==> config.mk <==
export PLATFORM = sky130hd
export DESIGN_NAME = cfgrd_handler
export DESIGN_NICKNAME = d
export VERILOG_FILES = /design/src/rtl/cfgrd_pkg.sv /design/src/rtl/cfgrd_decode.sv /design/src/rtl/cfgrd_lane_mux.sv /design/src/rtl/cfgrd_fsm.sv /design/src/rtl/cfgrd_handler.sv
export SDC_FILE = /design/constraint.sdc
export NUM_CORES = 1
export LEC_CHECK = 0
export CELL_PAD_IN_SITES_DETAIL_PLACEMENT = 1
export CELL_PAD_IN_SITES_GLOBAL_PLACEMENT = 1
export CORE_UTILIZATION = 32
export DETAILED_ROUTE_END_ITERATION = 8
export GPL_TIMING_DRIVEN = 0
export PLACE_DENSITY = 0.84
export SLEW_MARGIN = 20
export SYNTH_ARGS = -nofsm -noshare
export SYNTH_HDL_FRONTEND = slang
export SYNTH_SLANG_ARGS = --single-unit
==> constraint.sdc <==
create_clock -name clk -period 1.8 [get_ports clk]
set_clock_uncertainty 0.1 [all_clocks]
set_input_delay 0.36 -clock clk [delete_from_list [all_inputs] [get_ports clk]]
set_output_delay 0.36 -clock clk [all_outputs]
set_load 0.05 [all_outputs]
==> src/rtl/cfgrd_pkg.sv <==
package cfgrd_pkg;

    localparam int BYTE_W     = 8;
    localparam int DATA_BYTES = 4;
    localparam int DATA_W     = DATA_BYTES * BYTE_W;
    localparam int ADDR_W     = 24;
    localparam int BUS_W      = 4;
    localparam int DEV_W      = 5;
    localparam int FUNC_W     = 3;
    localparam int OFFS_W     = 12;
    localparam int IDX_W      = $clog2(DATA_BYTES + 1);

    localparam logic [BYTE_W-1:0] CMD_CFG_LOCAL = 8'hE1;
    localparam logic [BYTE_W-1:0] WR_LEN_LEGAL  = 8'h05;
    localparam logic [BYTE_W-1:0] RD_LEN_ONE    = 8'h02;
    localparam logic [BYTE_W-1:0] RD_LEN_TWO    = 8'h03;
    localparam logic [BYTE_W-1:0] RD_LEN_FOUR   = 8'h05;
    localparam logic [BYTE_W-1:0] CC_PASS       = 8'h40;
    localparam logic [BYTE_W-1:0] CC_BAD_REG    = 8'h90;

    typedef enum logic [1:0] {
        ST_IDLE,
        ST_ISSUE,
        ST_WAIT,
        ST_SEND
    } cfgrd_state_e;

    typedef struct packed {
        logic              space;
        logic [DEV_W-1:0]  dev;
        logic [FUNC_W-1:0] func;
        logic [OFFS_W-1:0] offs;
    } cfgrd_req_t;

endpackage

==> src/rtl/cfgrd_decode.sv <==
module cfgrd_decode
    import cfgrd_pkg::*;
(
    input  logic [BYTE_W-1:0] wr_len,
    input  logic [BYTE_W-1:0] rd_len,
    input  logic [BYTE_W-1:0] cmd,
    input  logic [ADDR_W-1:0] addr,
    output logic              legal,
    output logic              bus_ok,
    output cfgrd_req_t        req,
    output logic [IDX_W-1:0]  nbytes
);

    localparam int OFFS_LO = 0;
    localparam int FUNC_LO = OFFS_LO + OFFS_W;
    localparam int DEV_LO  = FUNC_LO + FUNC_W;
    localparam int BUS_LO  = DEV_LO + DEV_W;

    logic             len_ok;
    logic [BUS_W-1:0] bus;

    always_comb begin
        len_ok = 1'b1;
        unique case (rd_len)
            RD_LEN_ONE:  nbytes = IDX_W'(1);
            RD_LEN_TWO:  nbytes = IDX_W'(2);
            RD_LEN_FOUR: nbytes = IDX_W'(4);
            default: begin
                nbytes = '0;
                len_ok = 1'b0;
            end
        endcase
    end

    assign bus      = addr[BUS_LO +: BUS_W];
    assign bus_ok   = (bus == BUS_W'(0)) || (bus == BUS_W'(1));
    assign legal    = (cmd == CMD_CFG_LOCAL) && (wr_len == WR_LEN_LEGAL) && len_ok;

    assign req.space = bus[0];
    assign req.dev   = addr[DEV_LO  +: DEV_W];
    assign req.func  = addr[FUNC_LO +: FUNC_W];
    assign req.offs  = addr[OFFS_LO +: OFFS_W];

endmodule

==> src/rtl/cfgrd_lane_mux.sv <==
module cfgrd_lane_mux
    import cfgrd_pkg::*;
#(
    parameter int LANES = DATA_BYTES
) (
    input  logic [BYTE_W-1:0]       code,
    input  logic [LANES*BYTE_W-1:0] data,
    input  logic [IDX_W-1:0]        idx,
    output logic [BYTE_W-1:0]       out_byte
);

    logic [BYTE_W-1:0] lane [LANES];

    for (genvar g = 0; g < LANES; g++) begin : g_lane
        assign lane[g] = data[g*BYTE_W +: BYTE_W];
    end

    always_comb begin
        out_byte = (idx == '0) ? code : '0;
        for (int i = 0; i < LANES; i++) begin
            if (idx == IDX_W'(i + 1)) begin
                out_byte = lane[i];
            end
        end
    end

endmodule

==> src/rtl/cfgrd_fsm.sv <==
module cfgrd_fsm
    import cfgrd_pkg::*;
(
    input  logic              clk,
    input  logic              rst_n,
    input  logic              frm_valid,
    input  logic              legal,
    input  logic              bus_ok,
    input  cfgrd_req_t        req_in,
    input  logic [IDX_W-1:0]  nbytes_in,
    input  logic              rq_ack,
    input  logic              rq_hit,
    input  logic [DATA_W-1:0] rq_data,
    output logic              frm_ready,
    output logic              rq_valid,
    output cfgrd_req_t        req_q,
    output logic [BYTE_W-1:0] code_q,
    output logic [DATA_W-1:0] data_q,
    output logic [IDX_W-1:0]  idx_q,
    output logic              rsp_valid,
    output logic              rsp_last
);

    cfgrd_state_e     state_q, state_d;
    logic [IDX_W-1:0] cnt_q;
    logic             take;
    logic             done;

    assign take = frm_valid && legal && (state_q == ST_IDLE);
    assign done = (idx_q == cnt_q);

    always_comb begin
        state_d = state_q;
        unique case (state_q)
            ST_IDLE:  if (take)   state_d = bus_ok ? ST_ISSUE : ST_SEND;
            ST_ISSUE: state_d = rq_ack ? ST_SEND : ST_WAIT;
            ST_WAIT:  if (rq_ack) state_d = ST_SEND;
            ST_SEND:  if (done)   state_d = ST_IDLE;
        endcase
    end

    always_ff @(posedge clk or negedge rst_n) begin
        if (!rst_n) begin
            state_q <= ST_IDLE;
        end else begin
            state_q <= state_d;
        end
    end

    always_ff @(posedge clk or negedge rst_n) begin
        if (!rst_n) begin
            req_q  <= '0;
            cnt_q  <= '0;
            idx_q  <= '0;
            code_q <= '0;
            data_q <= '0;
        end else begin
            unique case (state_q)
                ST_IDLE: begin
                    if (take) begin
                        req_q  <= req_in;
                        cnt_q  <= nbytes_in;
                        idx_q  <= '0;
                        code_q <= CC_PASS;
                        data_q <= '0;
                    end
                end
                ST_ISSUE, ST_WAIT: begin
                    if (rq_ack) begin
                        code_q <= rq_hit ? CC_PASS : CC_BAD_REG;
                        data_q <= rq_hit ? rq_data : '0;
                    end
                end
                ST_SEND: begin
                    idx_q <= idx_q + IDX_W'(1);
                end
            endcase
        end
    end

    always_comb begin
        frm_ready = 1'b0;
        rq_valid  = 1'b0;
        rsp_valid = 1'b0;
        rsp_last  = 1'b0;
        unique case (state_q)
            ST_IDLE:  frm_ready = 1'b1;
            ST_ISSUE: rq_valid  = 1'b1;
            ST_WAIT:  ;
            ST_SEND: begin
                rsp_valid = 1'b1;
                rsp_last  = done;
            end
        endcase
    end

endmodule

==> src/rtl/cfgrd_handler.sv <==
module cfgrd_handler
    import cfgrd_pkg::*;
(
    input  logic              clk,
    input  logic              rst_n,
    input  logic              frm_valid,
    output logic              frm_ready,
    input  logic [BYTE_W-1:0] frm_wr_len,
    input  logic [BYTE_W-1:0] frm_rd_len,
    input  logic [BYTE_W-1:0] frm_cmd,
    input  logic [BYTE_W-1:0] frm_addr_lo,
    input  logic [BYTE_W-1:0] frm_addr_mid,
    input  logic [BYTE_W-1:0] frm_addr_hi,
    output logic              rq_valid,
    output logic              rq_space,
    output logic [DEV_W-1:0]  rq_dev,
    output logic [FUNC_W-1:0] rq_func,
    output logic [OFFS_W-1:0] rq_reg,
    input  logic              rq_ack,
    input  logic              rq_hit,
    input  logic [DATA_W-1:0] rq_data,
    output logic              rsp_valid,
    output logic [BYTE_W-1:0] rsp_byte,
    output logic              rsp_last
);

    logic              dec_legal;
    logic              dec_bus_ok;
    cfgrd_req_t        dec_req;
    logic [IDX_W-1:0]  dec_nbytes;
    cfgrd_req_t        req_q;
    logic [BYTE_W-1:0] code_q;
    logic [DATA_W-1:0] data_q;
    logic [IDX_W-1:0]  idx_q;

    cfgrd_decode u_decode (
        .wr_len (frm_wr_len),
        .rd_len (frm_rd_len),
        .cmd    (frm_cmd),
        .addr   ({frm_addr_hi, frm_addr_mid, frm_addr_lo}),
        .legal  (dec_legal),
        .bus_ok (dec_bus_ok),
        .req    (dec_req),
        .nbytes (dec_nbytes)
    );

    cfgrd_fsm u_fsm (
        .clk       (clk),
        .rst_n     (rst_n),
        .frm_valid (frm_valid),
        .legal     (dec_legal),
        .bus_ok    (dec_bus_ok),
        .req_in    (dec_req),
        .nbytes_in (dec_nbytes),
        .rq_ack    (rq_ack),
        .rq_hit    (rq_hit),
        .rq_data   (rq_data),
        .frm_ready (frm_ready),
        .rq_valid  (rq_valid),
        .req_q     (req_q),
        .code_q    (code_q),
        .data_q    (data_q),
        .idx_q     (idx_q),
        .rsp_valid (rsp_valid),
        .rsp_last  (rsp_last)
    );

    cfgrd_lane_mux #(.LANES(DATA_BYTES)) u_mux (
        .code     (code_q),
        .data     (data_q),
        .idx      (idx_q),
        .out_byte (rsp_byte)
    );

    assign rq_space = req_q.space;
    assign rq_dev   = req_q.dev;
    assign rq_func  = req_q.func;
    assign rq_reg   = req_q.offs;

endmodule

-- Word level (Yosys, flattened, before mapping)
Cells that the tools add are included.
W data, S select, Z words.
- bits in registers: 69
- input bits: 85
- output and inout bits: 33
- word-level logic and storage cells: 71
- $add $sub $neg: 1
- eq/ne operators: 18
- muxes and demuxes: 27
- reduce and logical (&&, ||, !) cells: 16
- operator list (cell ; count):
    $mux W32 ; 3
    $mux W8 ; 8
    $pmux W32 S2 ; 1
    $eq A8 B2 Y1 const B ; 2
    $eq A8 B3 Y1 const B ; 2
    $pmux W8 S2 ; 1
    $pmux W3 S3 ; 1
    $eq A8 B8 Y1 const B ; 1
    $mux W2 ; 4
    $pmux W2 S4 ; 1
    $eq A3 B2 Y1 const B ; 2
    $mux W1 ; 6
    $pmux W3 S2 ; 1
    $reduce_and A3 Y1 ; 2
    $eq A2 B2 Y1 const B ; 2
    $eq A4 B1 Y1 const B ; 1
    $logic_and A1 B1 Y1 ; 4
    $logic_not A4 Y1 ; 1
    $ne A2 B1 Y1 const B ; 2
    $ne A2 B2 Y1 const B ; 2
    $reduce_and A2 Y1 ; 2
    $reduce_bool A2 Y1 ; 2
    $add A3 B1 Y3 const B ; 1
    $eq A3 B1 Y1 const B ; 1
    9 further kinds ; 9

-- Longest topological paths before layout
Gate-level depths: netlist of the first run.
- depth in word-level cells: 8
- gate-level depth with buffers: 7
- depth with buffers taken out: 7

-- Modules after synthesis
A second synthesis of the first run with hierarchy kept.
- cells, all modules: 336
- area total of the unflattened synthesis: 3377.0 µm²
- modules (own cells, without submodules) (module ; times used ; cells an instance ; area an instance (µm²)):
    cfgrd_fsm ; 1 ; 243 ; 2692.6
    cfgrd_lane_mux ; 1 ; 56 ; 404.1
    cfgrd_decode ; 1 ; 37 ; 280.3

-- Worst setup path before layout of the first run
Ideal clock, no wire load.
- path kind: register to output
- start: register u_fsm.idx_q[0]
- end: output rsp_byte[4]
- data arrival time: 2559 ps
- data required time: 1340 ps
- path slack: -1219 ps
- cell stages (with the launch flop): 8
- path buffers: 0
- cell sequence: dfrtp_1 > inv_1 > ha_1 > nor2b_1 > a21oi_1 > a2111oi_0 > a21oi_1 > o21ai_0
- longest elaborated chain between the ends: 6
- RTL lines (what ; RTL line ; text):
    start, declared ; cfgrd_fsm.sv:19 ; output logic [IDX_W-1:0] idx_q,
    start signal, assigned ; cfgrd_fsm.sv:75 ; idx_q <= idx_q + IDX_W'(1);
    $logic_not A3 Y1 ; cfgrd_lane_mux.sv:19 ; out_byte = (idx == '0) ? code : '0;
    $mux W8 ; cfgrd_lane_mux.sv:19 ;
    $mux W8 (3 in a row) ; cfgrd_lane_mux.sv:21 ; if (idx == IDX_W'(i + 1)) begin
    $mux W8 * ; cfgrd_lane_mux.sv:21 ;
    end, declared ; cfgrd_handler.sv:23 ; output logic [BYTE_W-1:0] rsp_byte,
Every way passes the cells marked *; elsewhere a longest branch is shown, timed or not.

-- Final worst setup path of the first run
- start: register u_fsm.idx_q[0]
- end: output rsp_byte[0]
Same word-level chain as after synthesis.

==> impl_summary.md, run 1 <==
Status
The run finished, with violations left. The final reports fail on negative setup slack.

Floorplanning
The area enclosed by the die boundary is 11070 µm². The chip width is 105.2 µm. The area inside the core boundary is 10320 µm². 118 I/O pins were placed. The starting density of the core is 33.03%. The total number of placement rows is 37.

From bottom edge to top edge, the die measures 105.2 µm.

Setup path
The highest cell delay on the worst timing path is 0.46 ns. The worst setup path is launched from a register. STA classifies the critical path endpoint as a primary output.

The setup path with the least slack is of type reg2out. The arrival time at the worst endpoint is 2.17 ns. STA puts the critical path data required time at 1.34 ns.

Traced cell by cell, the critical path runs through inv_4, ha_4, buf_8, buf_6, a22oi_2, o21ai_1, a221o_2, buf_8. Among all stages on the critical path, the largest delay is contributed by dfrtp_2. The most numerous cell type found on the critical path is buf_8. The largest driver fanout on the critical path is 8.

Layout
The final standard cell utilization of the core is 56.38%. The final cell count without fillers is 589. The top cell types in the final layout, fill and taps aside, are clkdlybuf4s50_1, dfrtp_1, mux2_4. The post-layout net count is 542. Counting the fill cells in the layout gives 1061. In the final layout, the share of cells above drive strength 1 is 45.92%. From synthesis to final layout, the design area changed by 70.72%. The number of diodes added for antenna fixing is 0.

Clocking
The CTS buffer count is 9. The TritonCTS clock tree is built. CTS built an H-tree with a depth of 3. Clock-pin slew was measured on the worst setup and hold paths at 0.08 ns. The master cell of the clock root buffer is clkbuf_8. The number of clock sinks seen by CTS is 63. The number of buffers between clock root and the deepest sink is 2. The clock latency at the later pin of the worst-skew pair is 0.36 ns.

Logic synthesis
The number of distinct library cells after synthesis is 42. Yosys printed 0 warnings. The synthesized netlist occupies a cell area of 3410 µm². The sequential-to-total area share from yosys stat is 46.24%. In this run the mean area of a mapped cell was 12.18 µm². Synthesis produced a netlist with a net count of 374. The synthesized instance count is 280. After synthesis the netlist holds a flip-flop and latch count of 63.

STA
The maximum clock frequency is 380.8 MHz. Setup repair after global routing could not meet its margin everywhere. The final max-slew violation count was 0.

Across all setup checks in the final design, the least slack found is -0.8261 ns. Hold is met by 0.3646 ns. The final hold violation count was 0. The period utilization is 145.9%. For the pin with the worst max-slew slack, the measured transition is 0.5199 ns. The final count of negative-setup-slack endpoints is 43.

The relative max-transition margin is 65.48%. The final critical delay including setup and external delays is 2.626 ns.

Power
The power density over the cells is 1473 nW/µm². Of the total power, the share spent switching nets is 39.80%. Per report_power, the combinational group accounts for 64.0% of the total. The internal portion of the total power is 5.162 mW. In this run, flip-flops and latches consume 22.5% of the power. The total leakage power is 2.856 nW. The net switching power figure is 3.413 mW. The clock network burns 13.5% of the power. VDD sags by at most 0.0006834 V.

Global route
The initial antenna violation count was 0. The number of global-route vias before repair is 3317. The total global-route track usage is 21.34%. The largest net degree at the start of global routing is 38. The first global-routing pass estimated 18040 µm of wire.

After global routing the overflow that remains totals 0.

Placed design
Including well taps, the total number of placed cells is 534. The HPWL after detailed placement is 7285 µm. At the end of routability-driven placement, the weighted congestion stood at 0.7841. The number of port buffers is 117.

Routing
The total length of routed met3 wires is 455 µm. The first-pass detailed-route iteration total is 4. In the final routing, the length of wire on met1 measures 4755 µm. The average detailed-routed wire length per instance is 19.74 µm.

The detailed router finished its first iteration with 83 violations. Dividing the detail-routed via count by the number of cells gives 4.997. The final wirelength is 11630 µm. The total met2 wirelength after detailed routing is 6079 µm. For this run, design rule violations remaining after detail routing come to 0. The top routing layer in use is met4. The final route contains 2943 vias. The number of nets still failing antenna checks after routing is 0.

Worst hold path
The classification of the worst-slack hold path is in2async.

Job
The tool flagged a number of max-cap violations equal to 0.
## final cells by class
cell class,count,area (µm²),share of cell area (%)
multi-input combinational,191,2110,36.24
tap,136,170.2,2.923
clock buffer,10,137.6,2.365
timing repair buffer,158,1572,27.00
inverter,11,48.80,0.8383
buffer,14,155.1,2.666
sequential,63,1583,27.19
clock inverter,6,45.04,0.7739
## cells by family (layout without fill, tap and decap cells)
logic type | Yosys count | after routing | share of synthesized area [%]
and+or+nand+nor | 83 | 83 | 13.91
DFF | 63 | 63 | 46.24
muxes | 60 | 60 | 22.83
AOI/OAI and AO/OA | 36 | 36 | 8.404
buffers and inverters | 26 | 199 | 4.550
adders and majority gates | 9 | 9 | 3.303
xor gates and xnor gates | 3 | 3 | 0.7708
## critical path: cells and delay by family (launching register included)
| family | cells | cell delay, ns |
|---|---|---|
| AOI/OAI and AO/OA | 3 | 0.68 |
| DFF | 1 | 0.46 |
| buffers and inverters | 4 | 0.49 |
| adders and majority gates | 1 | 0.17 |
## layer usage
layer	up-vias	track usage, %
met5	-	0
met3	25	2.968
met4	0	9.054
li1	1350	-
met2	92	37.55
met1	1476	26.04
## through the flow
step / TNS [ns] / total power [mW] / area [µm²] / setup WS, ns
2_1_floorplan: -14.94 / 4.865 / 3647 / -0.4012
3_3_place_gp: -173.54 / 5.754 / 4989 / -2.054
3_5_place_dp: -62.56 / 5.916 / 5006 / -1.352
4_1_cts: -16.02 / 8.479 / 5742 / -0.7590
5_1_grt: -16.61 / 8.981 / 5821 / -0.8491
6_report: -14.32 / 8.575 / 5821 / -0.8261
## final timing paths
kind                       slack (ns)              from                to  cells after the start
setup / recovery                -0.83    u_fsm.idx_q[0]       rsp_byte[0]                      8
max in group asynchronous        0.69             rst_n    u_fsm.idx_q[2]                      3
min in group clk                 0.40    u_fsm.req_q[3]    u_fsm.req_q[3]                      1
setup reg to reg                -0.31  u_fsm.state_q[1]   u_fsm.data_q[3]                      9
hold reg to reg                  0.40    u_fsm.req_q[3]    u_fsm.req_q[3]                      1
hold / removal                   0.36             rst_n  u_fsm.data_q[10]                      2
## what timing repair did
action,in CTS,in global routing
hold buffers,1,0
pin swaps,19,20
gates cloned,4,0
gates resized for setup,196,48
setup buffers,34,6
hold endpoints to repair,26,0
setup endpoints to repair,96,70
## synth_stat cells
master | instances | area [µm²]
nor2b_1 | 8 | 50.05
and2b_1 | 1 | 7.510
a41oi_1 | 1 | 8.760
nor3b_1 | 1 | 7.510
mux2_2 | 26 | 292.8
and3_1 | 32 | 200.2
buf_6 | 1 | 11.26
o31a_1 | 1 | 8.760
mux2i_1 | 5 | 50.05
nand2b_1 | 1 | 6.260
a32o_1 | 1 | 10.01
a22oi_1 | 5 | 37.54
buf_12 | 3 | 60.06
clkbuf_1 | 10 | 37.54
nor4b_2 | 1 | 15.01
nand2_1 | 16 | 60.06
a221o_1 | 5 | 50.05
mux2_4 | 29 | 435.4
o41ai_4 | 1 | 27.53
and2_1 | 1 | 6.260
a21oi_1 | 4 | 20.02
nand4_2 | 1 | 12.51
and4bb_2 | 1 | 12.51
nor4b_1 | 1 | 8.760
nand3_1 | 4 | 20.02
xor2_1 | 2 | 17.52
buf_2 | 1 | 5.000
ha_1 | 9 | 112.6
a221oi_1 | 1 | 8.760
nand4_1 | 2 | 12.51
xnor2_1 | 1 | 8.760
o21ai_0 | 9 | 45.04
nor3_1 | 3 | 15.01
o221ai_1 | 2 | 17.52
a2bb2oi_1 | 2 | 17.52
or3_1 | 1 | 6.260
inv_1 | 11 | 41.29
a2111oi_0 | 2 | 17.52
o2bb2ai_1 | 1 | 8.760
dfrtp_1 | 63 | 1577
nor2_1 | 9 | 33.78
a22o_1 | 1 | 8.760
## sequential cells by signal (all words and copies together), names as in the netlist
name           flops
u_fsm.code_q       2
u_fsm.data_q      32
u_fsm.cnt_q        3
u_fsm.idx_q        3
u_fsm.state_q      2
u_fsm.req_q       21
## power groups by stage
stage | registers (mW) | clock network (mW) | logic (mW)
2_1_floorplan | 1.86 | 0 | 3.01
3_3_place_gp | 1.92 | 0 | 3.83
3_5_place_dp | 1.94 | 0 | 3.98
4_1_cts | 1.89 | 1.18 | 5.41
5_1_grt | 1.95 | 1.24 | 5.79
6_report | 1.93 | 1.16 | 5.49
Power figures use the tool's default switching activity.
==> inputs of run 2 (changes only) <==
--- a/config.mk
+++ b/config.mk
@@ -8,6 +8,7 @@
 export CELL_PAD_IN_SITES_DETAIL_PLACEMENT = 1
 export CELL_PAD_IN_SITES_GLOBAL_PLACEMENT = 1
 export CORE_UTILIZATION = 32
+export CTS_CLUSTER_SIZE = 28
 export DETAILED_ROUTE_END_ITERATION = 8
 export GPL_TIMING_DRIVEN = 0
 export PLACE_DENSITY = 0.84
==> results of run 2 <==
Final layout, timing and power as in run 1 (identical DEF).
